File: src/rtl/hsk_pkg.sv
package hsk_pkg;
   localparam int NUM_DECADES = 4;
   localparam int HT_W        = 3;

   typedef enum logic [1:0] {
      ST_IDLE   = 2'd0,
      ST_WAIT   = 2'd1,
      ST_STROBE = 2'd2
   } xfer_st_t;

   // Codes 0, 6 and 7 perform no handshake.
   function automatic logic hs_passive(input logic [HT_W-1:0] t);
      return (t == 3'd0) || (t > 3'd5);
   endfunction
endpackage

File: src/rtl/hsk_delay_regs.sv
module hsk_delay_regs #(
   parameter int GRP_W    = 2,
   parameter int GROUP_ID = 0,
   parameter int FACT_W   = 4
) (
   input  logic             clk,
   input  logic             rst_n,
   input  logic             wr_en,
   input  logic             wr_sel,
   input  logic [7:0]       wr_data,
   input  logic             rd_sel,
   input  logic [GRP_W-1:0] grp_sel,
   output logic [7:0]       rd_data,
   output logic [FACT_W-1:0] factor,
   output logic [1:0]       range_code,
   output logic [2:0]       hs_type,
   output logic             inh_en
);
   localparam logic [GRP_W-1:0] MY_GRP = GRP_W'(GROUP_ID);

   logic [7:0] dly_q, cfg_q;
   logic       grp_hit;

   initial begin
      if (FACT_W != 4) $error("FACT_W must be 4 to fit delay bits 7:4");
      if (GROUP_ID < 0 || GROUP_ID >= (1 << GRP_W)) $error("GROUP_ID out of range");
   end

   assign grp_hit = (grp_sel == MY_GRP);

   always_ff @(posedge clk or negedge rst_n) begin
      if (!rst_n) begin
         dly_q <= '0;
         cfg_q <= '0;
      end else if (wr_en) begin
         if (wr_sel)       cfg_q <= wr_data;
         else if (grp_hit) dly_q <= wr_data;
      end
   end

   assign rd_data    = rd_sel ? cfg_q : dly_q;
   assign factor     = dly_q[7:4];
   assign range_code = dly_q[1:0];
   assign hs_type    = cfg_q[7:5];
   assign inh_en     = cfg_q[4];

   p_foreign_wr_r3: assert property (@(posedge clk) disable iff (!rst_n)
      (wr_en && !wr_sel && !grp_hit) |=> $stable(dly_q));
   p_cfg_wr_r4: assert property (@(posedge clk) disable iff (!rst_n)
      (wr_en && wr_sel) |=> (cfg_q == $past(wr_data)));
endmodule

File: src/rtl/hsk_decade_chain.sv
module hsk_decade_chain #(
   parameter int CLK_PER_US = 125
) (
   input  logic       clk,
   input  logic       rst_n,
   input  logic       clr,
   input  logic       en,
   input  logic [1:0] range_code,
   output logic       sel_tick
);
   import hsk_pkg::*;
   localparam int PW = (CLK_PER_US > 1) ? $clog2(CLK_PER_US) : 1;

   logic [NUM_DECADES-1:0] tk;

   initial begin
      if (CLK_PER_US < 1) $error("CLK_PER_US must be at least 1");
   end

   generate
      if (CLK_PER_US == 1) begin : g_pre_bypass
         assign tk[0] = en;
      end else begin : g_pre_div
         logic [PW-1:0] pc;
         always_ff @(posedge clk or negedge rst_n) begin
            if (!rst_n)  pc <= '0;
            else if (clr) pc <= '0;
            else if (en) pc <= (pc == PW'(CLK_PER_US-1)) ? '0 : pc + 1'b1;
         end
         assign tk[0] = en && (pc == PW'(CLK_PER_US-1));
      end

      for (genvar i = 1; i < NUM_DECADES; i++) begin : g_dec
         logic [3:0] dc;
         always_ff @(posedge clk or negedge rst_n) begin
            if (!rst_n)      dc <= '0;
            else if (clr)    dc <= '0;
            else if (tk[i-1]) dc <= (dc == 4'd9) ? 4'd0 : dc + 4'd1;
         end
         assign tk[i] = tk[i-1] && (dc == 4'd9);
      end
   endgenerate

   // Range 00 picks the slowest tick (1 ms), 11 the fastest (1 us).
   assign sel_tick = tk[~range_code];

   p_tick_gated_r8: assert property (@(posedge clk) disable iff (!rst_n)
      sel_tick |-> en);
endmodule

File: src/rtl/hsk_xfer_fsm.sv
module hsk_xfer_fsm #(
   parameter int FACT_W = 4
) (
   input  logic              clk,
   input  logic              rst_n,
   input  logic              data_valid,
   input  logic              busy,
   input  logic              ack,
   input  logic              inh_en,
   input  logic [2:0]        hs_type,
   input  logic [FACT_W-1:0] factor,
   input  logic [1:0]        range_code,
   input  logic              sel_tick,
   output logic              presc_clr,
   output logic              presc_en,
   output logic [1:0]        rng_q,
   output logic              ctl,
   output logic              done
);
   import hsk_pkg::*;

   xfer_st_t          st;
   logic [FACT_W-1:0] cnt;
   logic              ctl_q, done_q, inh, passive;

   assign inh       = inh_en && busy;
   assign passive   = hs_passive(hs_type);
   assign presc_clr = (st == ST_IDLE);
   assign presc_en  = (st == ST_WAIT) && !inh;

   always_ff @(posedge clk or negedge rst_n) begin
      if (!rst_n) begin
         st     <= ST_IDLE;
         cnt    <= '0;
         rng_q  <= '0;
         ctl_q  <= 1'b0;
         done_q <= 1'b0;
      end else begin
         done_q <= 1'b0;
         unique case (st)
            ST_IDLE: if (data_valid) begin
               rng_q <= range_code;
               if (passive) done_q <= 1'b1;
               else if (factor == '0 && !inh) begin
                  st    <= ST_STROBE;
                  ctl_q <= 1'b1;
               end else begin
                  st  <= ST_WAIT;
                  cnt <= factor;
               end
            end
            ST_WAIT: if (!inh) begin
               if (cnt == '0 || (sel_tick && cnt == FACT_W'(1))) begin
                  st    <= ST_STROBE;
                  ctl_q <= 1'b1;
                  cnt   <= '0;
               end else if (sel_tick) cnt <= cnt - 1'b1;
            end
            ST_STROBE: if (ack) begin
               st     <= ST_IDLE;
               ctl_q  <= 1'b0;
               done_q <= 1'b1;
            end
            default: st <= ST_IDLE;
         endcase
      end
   end

   assign ctl  = ctl_q;
   assign done = done_q;

   p_bypass_r7: assert property (@(posedge clk) disable iff (!rst_n)
      (st == ST_IDLE && data_valid && passive) |=> (done && !ctl));
   p_zero_delay_r6: assert property (@(posedge clk) disable iff (!rst_n)
      (st == ST_IDLE && data_valid && !passive && factor == '0 && !inh) |=> ctl);
   p_inhibit_hold_r8: assert property (@(posedge clk) disable iff (!rst_n)
      (st == ST_WAIT && inh) |=> (st == ST_WAIT && $stable(cnt)));
   p_strobe_until_ack_r9: assert property (@(posedge clk) disable iff (!rst_n)
      (ctl && !ack) |=> ctl);
   p_release_done_r9: assert property (@(posedge clk) disable iff (!rst_n)
      $fell(ctl) |-> done);
endmodule

File: src/rtl/hsk_delay_timer.sv
module hsk_delay_timer #(
   parameter int CLK_PER_US = 125,
   parameter int GRP_W      = 2,
   parameter int GROUP_ID   = 0
) (
   input  logic             clk,
   input  logic             rst_n,
   input  logic             wr_en,
   input  logic             wr_sel,
   input  logic [7:0]       wr_data,
   input  logic             rd_sel,
   output logic [7:0]       rd_data,
   input  logic [GRP_W-1:0] grp_sel,
   input  logic             data_valid,
   input  logic             busy,
   input  logic             ack,
   output logic             ctl,
   output logic             done
);
   localparam int FACT_W = 4;

   logic [FACT_W-1:0] factor;
   logic [1:0]        range_code, rng_q;
   logic [2:0]        hs_type;
   logic              inh_en, sel_tick, presc_clr, presc_en;

   hsk_delay_regs #(.GRP_W(GRP_W), .GROUP_ID(GROUP_ID), .FACT_W(FACT_W)) u_regs (
      .clk(clk), .rst_n(rst_n), .wr_en(wr_en), .wr_sel(wr_sel), .wr_data(wr_data),
      .rd_sel(rd_sel), .grp_sel(grp_sel), .rd_data(rd_data), .factor(factor),
      .range_code(range_code), .hs_type(hs_type), .inh_en(inh_en));

   hsk_decade_chain #(.CLK_PER_US(CLK_PER_US)) u_chain (
      .clk(clk), .rst_n(rst_n), .clr(presc_clr), .en(presc_en),
      .range_code(rng_q), .sel_tick(sel_tick));

   hsk_xfer_fsm #(.FACT_W(FACT_W)) u_fsm (
      .clk(clk), .rst_n(rst_n), .data_valid(data_valid), .busy(busy), .ack(ack),
      .inh_en(inh_en), .hs_type(hs_type), .factor(factor), .range_code(range_code),
      .sel_tick(sel_tick), .presc_clr(presc_clr), .presc_en(presc_en),
      .rng_q(rng_q), .ctl(ctl), .done(done));
endmodule

File: config.mk
export PLATFORM = sky130hd
export DESIGN_NAME = hsk_delay_timer
export DESIGN_NICKNAME = d
export VERILOG_FILES = /design/src/rtl/hsk_pkg.sv /design/src/rtl/hsk_delay_regs.sv /design/src/rtl/hsk_decade_chain.sv /design/src/rtl/hsk_xfer_fsm.sv /design/src/rtl/hsk_delay_timer.sv
export SDC_FILE = /design/constraint.sdc
export NUM_CORES = 1
export LEC_CHECK = 0
export ABC_AREA = 1
export BUFFER_PORTS_ARGS = -buffer_cell sky130_fd_sc_hd__buf_2
export CELL_PAD_IN_SITES_DETAIL_PLACEMENT = 1
export CELL_PAD_IN_SITES_GLOBAL_PLACEMENT = 1
export CORE_MARGIN = 5
export CORE_UTILIZATION = 43
export DETAILED_ROUTE_END_ITERATION = 10
export PLACE_DENSITY_LB_ADDON = 0.08
export SLEW_MARGIN = 20
export SYNTH_ARGS = -nofsm -noshare
export SYNTH_HDL_FRONTEND = slang
export SYNTH_SLANG_ARGS = --single-unit
File: constraint.sdc
create_clock -name clk -period 2.1 [get_ports clk]
set_input_delay 0.42 -clock clk [delete_from_list [all_inputs] [get_ports clk]]
set_output_delay 0.42 -clock clk [all_outputs]
set_load 0.1 [all_outputs]
==> qor.yml <==
run_status: "finished, final reports clean"
io-pin-count: 28
start_util_pct: 44.7
multi_input_comb_area_sq_mm: 0.00116
post_drt_wl_per_cell_um: 13.8
drt-pass1-iter-count: 4
layout-area-overhead-vs-synth_pct: 14.1
timing.critical_path.cells: "inv_1 > ha_1 > nand3_1 > nor2_4 > nand2_4 > nor2_4 > nand2_1 > nand2_2 > nand2_2 > a21oi_1 > o21ai_1"
setup_viol: 0
timing_worst_slew_pin_value_ns: 0.553
cp-end-kind: "flip-flop"
class_of_the_tightest_hold_or_removal_check: "in2async"
number_of_antenna_violations_at_the_first_check_in_global_routing: 0
slowest_delay_ns: 0.40
synth_top_family_by_area: "simple AND/OR/NAND/NOR gates"
pwr_total_mw: 2.97
port_buffers: 27
cap_viol_max_count: 0
clock_tree_from_tritoncts: "done"
cells_after_synth: 312
max_slew_violations: 0
rsz0062_at_grt: "false"
numClockSinks: 45
synthAdderAreaFrac_pct: 5.02
vias: 2083
postCtsSetupRepairBufs: 0
dp_hpwl_mm: 4.63
pwr_density_cell_mw_per_mm2: 1040
globalRoute.totalOverflow: 0
worstPathMaxFanout: 5
drc_errors: 0
cts_inserted_buffers: 5
power.static_leakage_nw: 1.52
synth.ff_latch_count: 45
crit_arrival_ns: 2.04
synth-compound-area-share_pct: 12.2
final.fill_count: 721
via_count_of_the_first_global_routing_pass: 2226
die_h_um: 86.2
final_hold_viol_count: 0
required_ns: 2.29
seq_area_frac_synth_pct: 45.2
setup.worst_path.start_class: "flip-flop"
detail_route.vias_per_cell: 4.97
fin_worst_hold_slack_ns: 0.0564
gpl.final_weighted_congestion: 0.784
wl_mm: 5.80
post_route_cells_drive_above_1_share_pct: 15.9
post_synth_num_cell_types: 32
clockRootBuffer: "sky130_fd_sc_hd__clkbuf_8"
setup.reg_to_reg.worst_slack_ns: 0.25
post_synthesis_simple_gate_area_fraction_pct: 24.2
num-nets-final: 374
criticalPathCategory: "reg2reg"
synth_area_per_cell_sq_um: 7.99
grt_start_max_net_pins: 19
num_rows: 27
number_of_routed_nets_with_antenna_violations: 0
yosysWarnings: 0
area.sequential_sq_mm: 0.00113
fin_skew_ns: 0.00686
antenna_cells_inserted: 0
cts-resized-gates: 0
crit_path_top_delay_cell: "sky130_fd_sc_hd__dfrtp_1"
clock_tree.htree_level_count: 2
grt_pass1_wl_mm: 10.4
max_freq_ghz: 0.539
synth_xor_xnor_area_share_pct: 3.16
synth_nets: 340
irDropWorstVdd_uv: 608
synth_top_flop_cell: "sky130_fd_sc_hd__dfrtp_1"
period_share_pct: 88.3
max_slew_margin_vs_limit_pct: 63.0
clk-insertion-delay-late_ns: 0.29
die_width_um: 86.2
synth.area.mux_share_pct: 1.81
synth.cell_area_sq_mm: 0.00249
drt_iter0_markers: 65
worst_setup_hold_path_clk_slew_ns: 0.09
holdBufCountCts: 0
finalWorstPathRequiredPeriod_ns: 1.85
global_route.usage.total_pct: 17.4
core_area_sq_mm: 0.00557
synth_enable_flop_cells: 0
die-area_sq_mm: 0.00742
ys_async_sr_fraction_pct: 100
cts_max_path_buffers: 2
[final timing paths]
kind / from / to / cells past startpoint
max: u_chain.g_pre_div.pc[0]$_DFFE_PN0P_ / u_fsm.st[0]$_DFFE_PN0P_ / 11
min: rst_n / u_chain.g_dec[3].dc[1]$_DFFE_PN0P_ / 1
max reg2reg: u_chain.g_pre_div.pc[0]$_DFFE_PN0P_ / u_fsm.st[0]$_DFFE_PN0P_ / 11
min reg2reg: u_regs.cfg_q[3]$_DFFE_PN0P_ / u_regs.cfg_q[3]$_DFFE_PN0P_ / 2
max in group asynchronous: rst_n / u_fsm.cnt[2]$_DFFE_PN0P_ / 2
min in group clk: wr_data[3] / u_regs.cfg_q[3]$_DFFE_PN0P_ / 3
[flip-flops by register name, summed over array words and instances, names as in the netlist]
register              flops
u_fsm.rng_q               2
u_fsm.done                1
u_fsm.st                  2
u_chain.g_pre_div.pc      7
u_regs.cfg_q              8
u_fsm.cnt                 4
u_fsm.ctl                 1
u_regs.dly_q              8
u_chain.g_dec.dc         12
[cell type report]
type,instances,share of cell area (%)
Clock buffer,7,3.03
Clock inverter,1,1.05
Inverter,53,6.99
Multi-Input combinational cell,211,40.7
Sequential cell,45,39.6
Tap cell,72,3.16
Timing Repair Buffer,30,5.54
[worst max-delay path: cells and delay by family (launching register included)]
kind            cells  cell delay (ns)
simple gates        7             0.85
flops               1             0.40
compound gates      2             0.24
fa+ha+maj           1             0.18
buf+inv             1             0.09
[cell usage in the layout (no fill, tap or decap), types with 6 or more instances in the layout]
cell type / count
sky130_fd_sc_hd__nand2_1: 64
sky130_fd_sc_hd__inv_1: 52
sky130_fd_sc_hd__dfrtp_1: 45
sky130_fd_sc_hd__nor2_1: 32
sky130_fd_sc_hd__buf_2: 27
sky130_fd_sc_hd__o21ai_0: 24
sky130_fd_sc_hd__nand3_1: 15
sky130_fd_sc_hd__a21oi_1: 10
sky130_fd_sc_hd__ha_1: 10
sky130_fd_sc_hd__xor2_1: 9
sky130_fd_sc_hd__nor3_1: 7
sky130_fd_sc_hd__o21ai_1: 6
sky130_fd_sc_hd__clkbuf_8: 6
[logic make-up (layout without fill, tap and decap cells)]
logic type,count (synthesis),after routing
flops,45,45
xor+xnor,9,9
mux,4,4
simple gates,135,135
buf+inv,56,91
compound gates,53,53
fa+ha+maj,10,10
[per-layer routing]
metal / up-vias / track usage (%) / routed length (um)
li1: 1063 / - / -
met5: - / 0 / 0
met3: 7 / 2.59 / 111
met4: 0 / 4.32 / 65
met1: 990 / 23.3 / 2820
met2: 23 / 29.4 / 2800
[stage by stage]
| stage | instances | utilization (%) | worst slack, ns | cell area [sq um] | TNS, ns |
|---|---|---|---|---|---|
| floorplan | 312 | - | -0.309 | 2490 | -1.24 |
| detailed placement | 411 | 49.0 | 0.233 | 2730 | 0 |
| global route | 419 | 51.1 | 0.0191 | 2850 | 0 |
| global placement | 411 | 49.0 | 0.267 | 2730 | 0 |
| CTS | 419 | 51.1 | 0.217 | 2850 | 0 |
| finish | 419 | 51.1 | 0.246 | 2850 | 0 |
[power breakdown]
group	switching [mW]	internal (mW)
sequential	0.182	1.08
combinational	0.711	0.317
clock	0.292	0.388
total	1.19	1.79
[cells in the mapped netlist, types with 2 or more instances]
| library cell | number | area (sq um) |
|---|---|---|
| sky130_fd_sc_hd__nor3_1 | 7 | 35.0 |
| sky130_fd_sc_hd__o22ai_1 | 4 | 25.0 |
| sky130_fd_sc_hd__ha_1 | 10 | 125 |
| sky130_fd_sc_hd__a21oi_1 | 10 | 50.1 |
| sky130_fd_sc_hd__nand2_2 | 4 | 25.0 |
| sky130_fd_sc_hd__inv_1 | 52 | 195 |
| sky130_fd_sc_hd__o21bai_1 | 2 | 15.0 |
| sky130_fd_sc_hd__mux2_2 | 4 | 45.0 |
| sky130_fd_sc_hd__nor2_1 | 32 | 120 |
| sky130_fd_sc_hd__xor2_1 | 9 | 78.8 |
| sky130_fd_sc_hd__dfrtp_1 | 45 | 1130 |
| sky130_fd_sc_hd__o21ai_0 | 28 | 140 |
| sky130_fd_sc_hd__clkbuf_1 | 3 | 11.3 |
| sky130_fd_sc_hd__nor2_4 | 3 | 33.8 |
| sky130_fd_sc_hd__o21ai_1 | 2 | 10.0 |
| sky130_fd_sc_hd__nand2_1 | 64 | 240 |
| sky130_fd_sc_hd__nand3_1 | 15 | 75.1 |
| sky130_fd_sc_hd__nand4_1 | 4 | 25.0 |
Note: power is estimated with default switching activity, not from simulation.
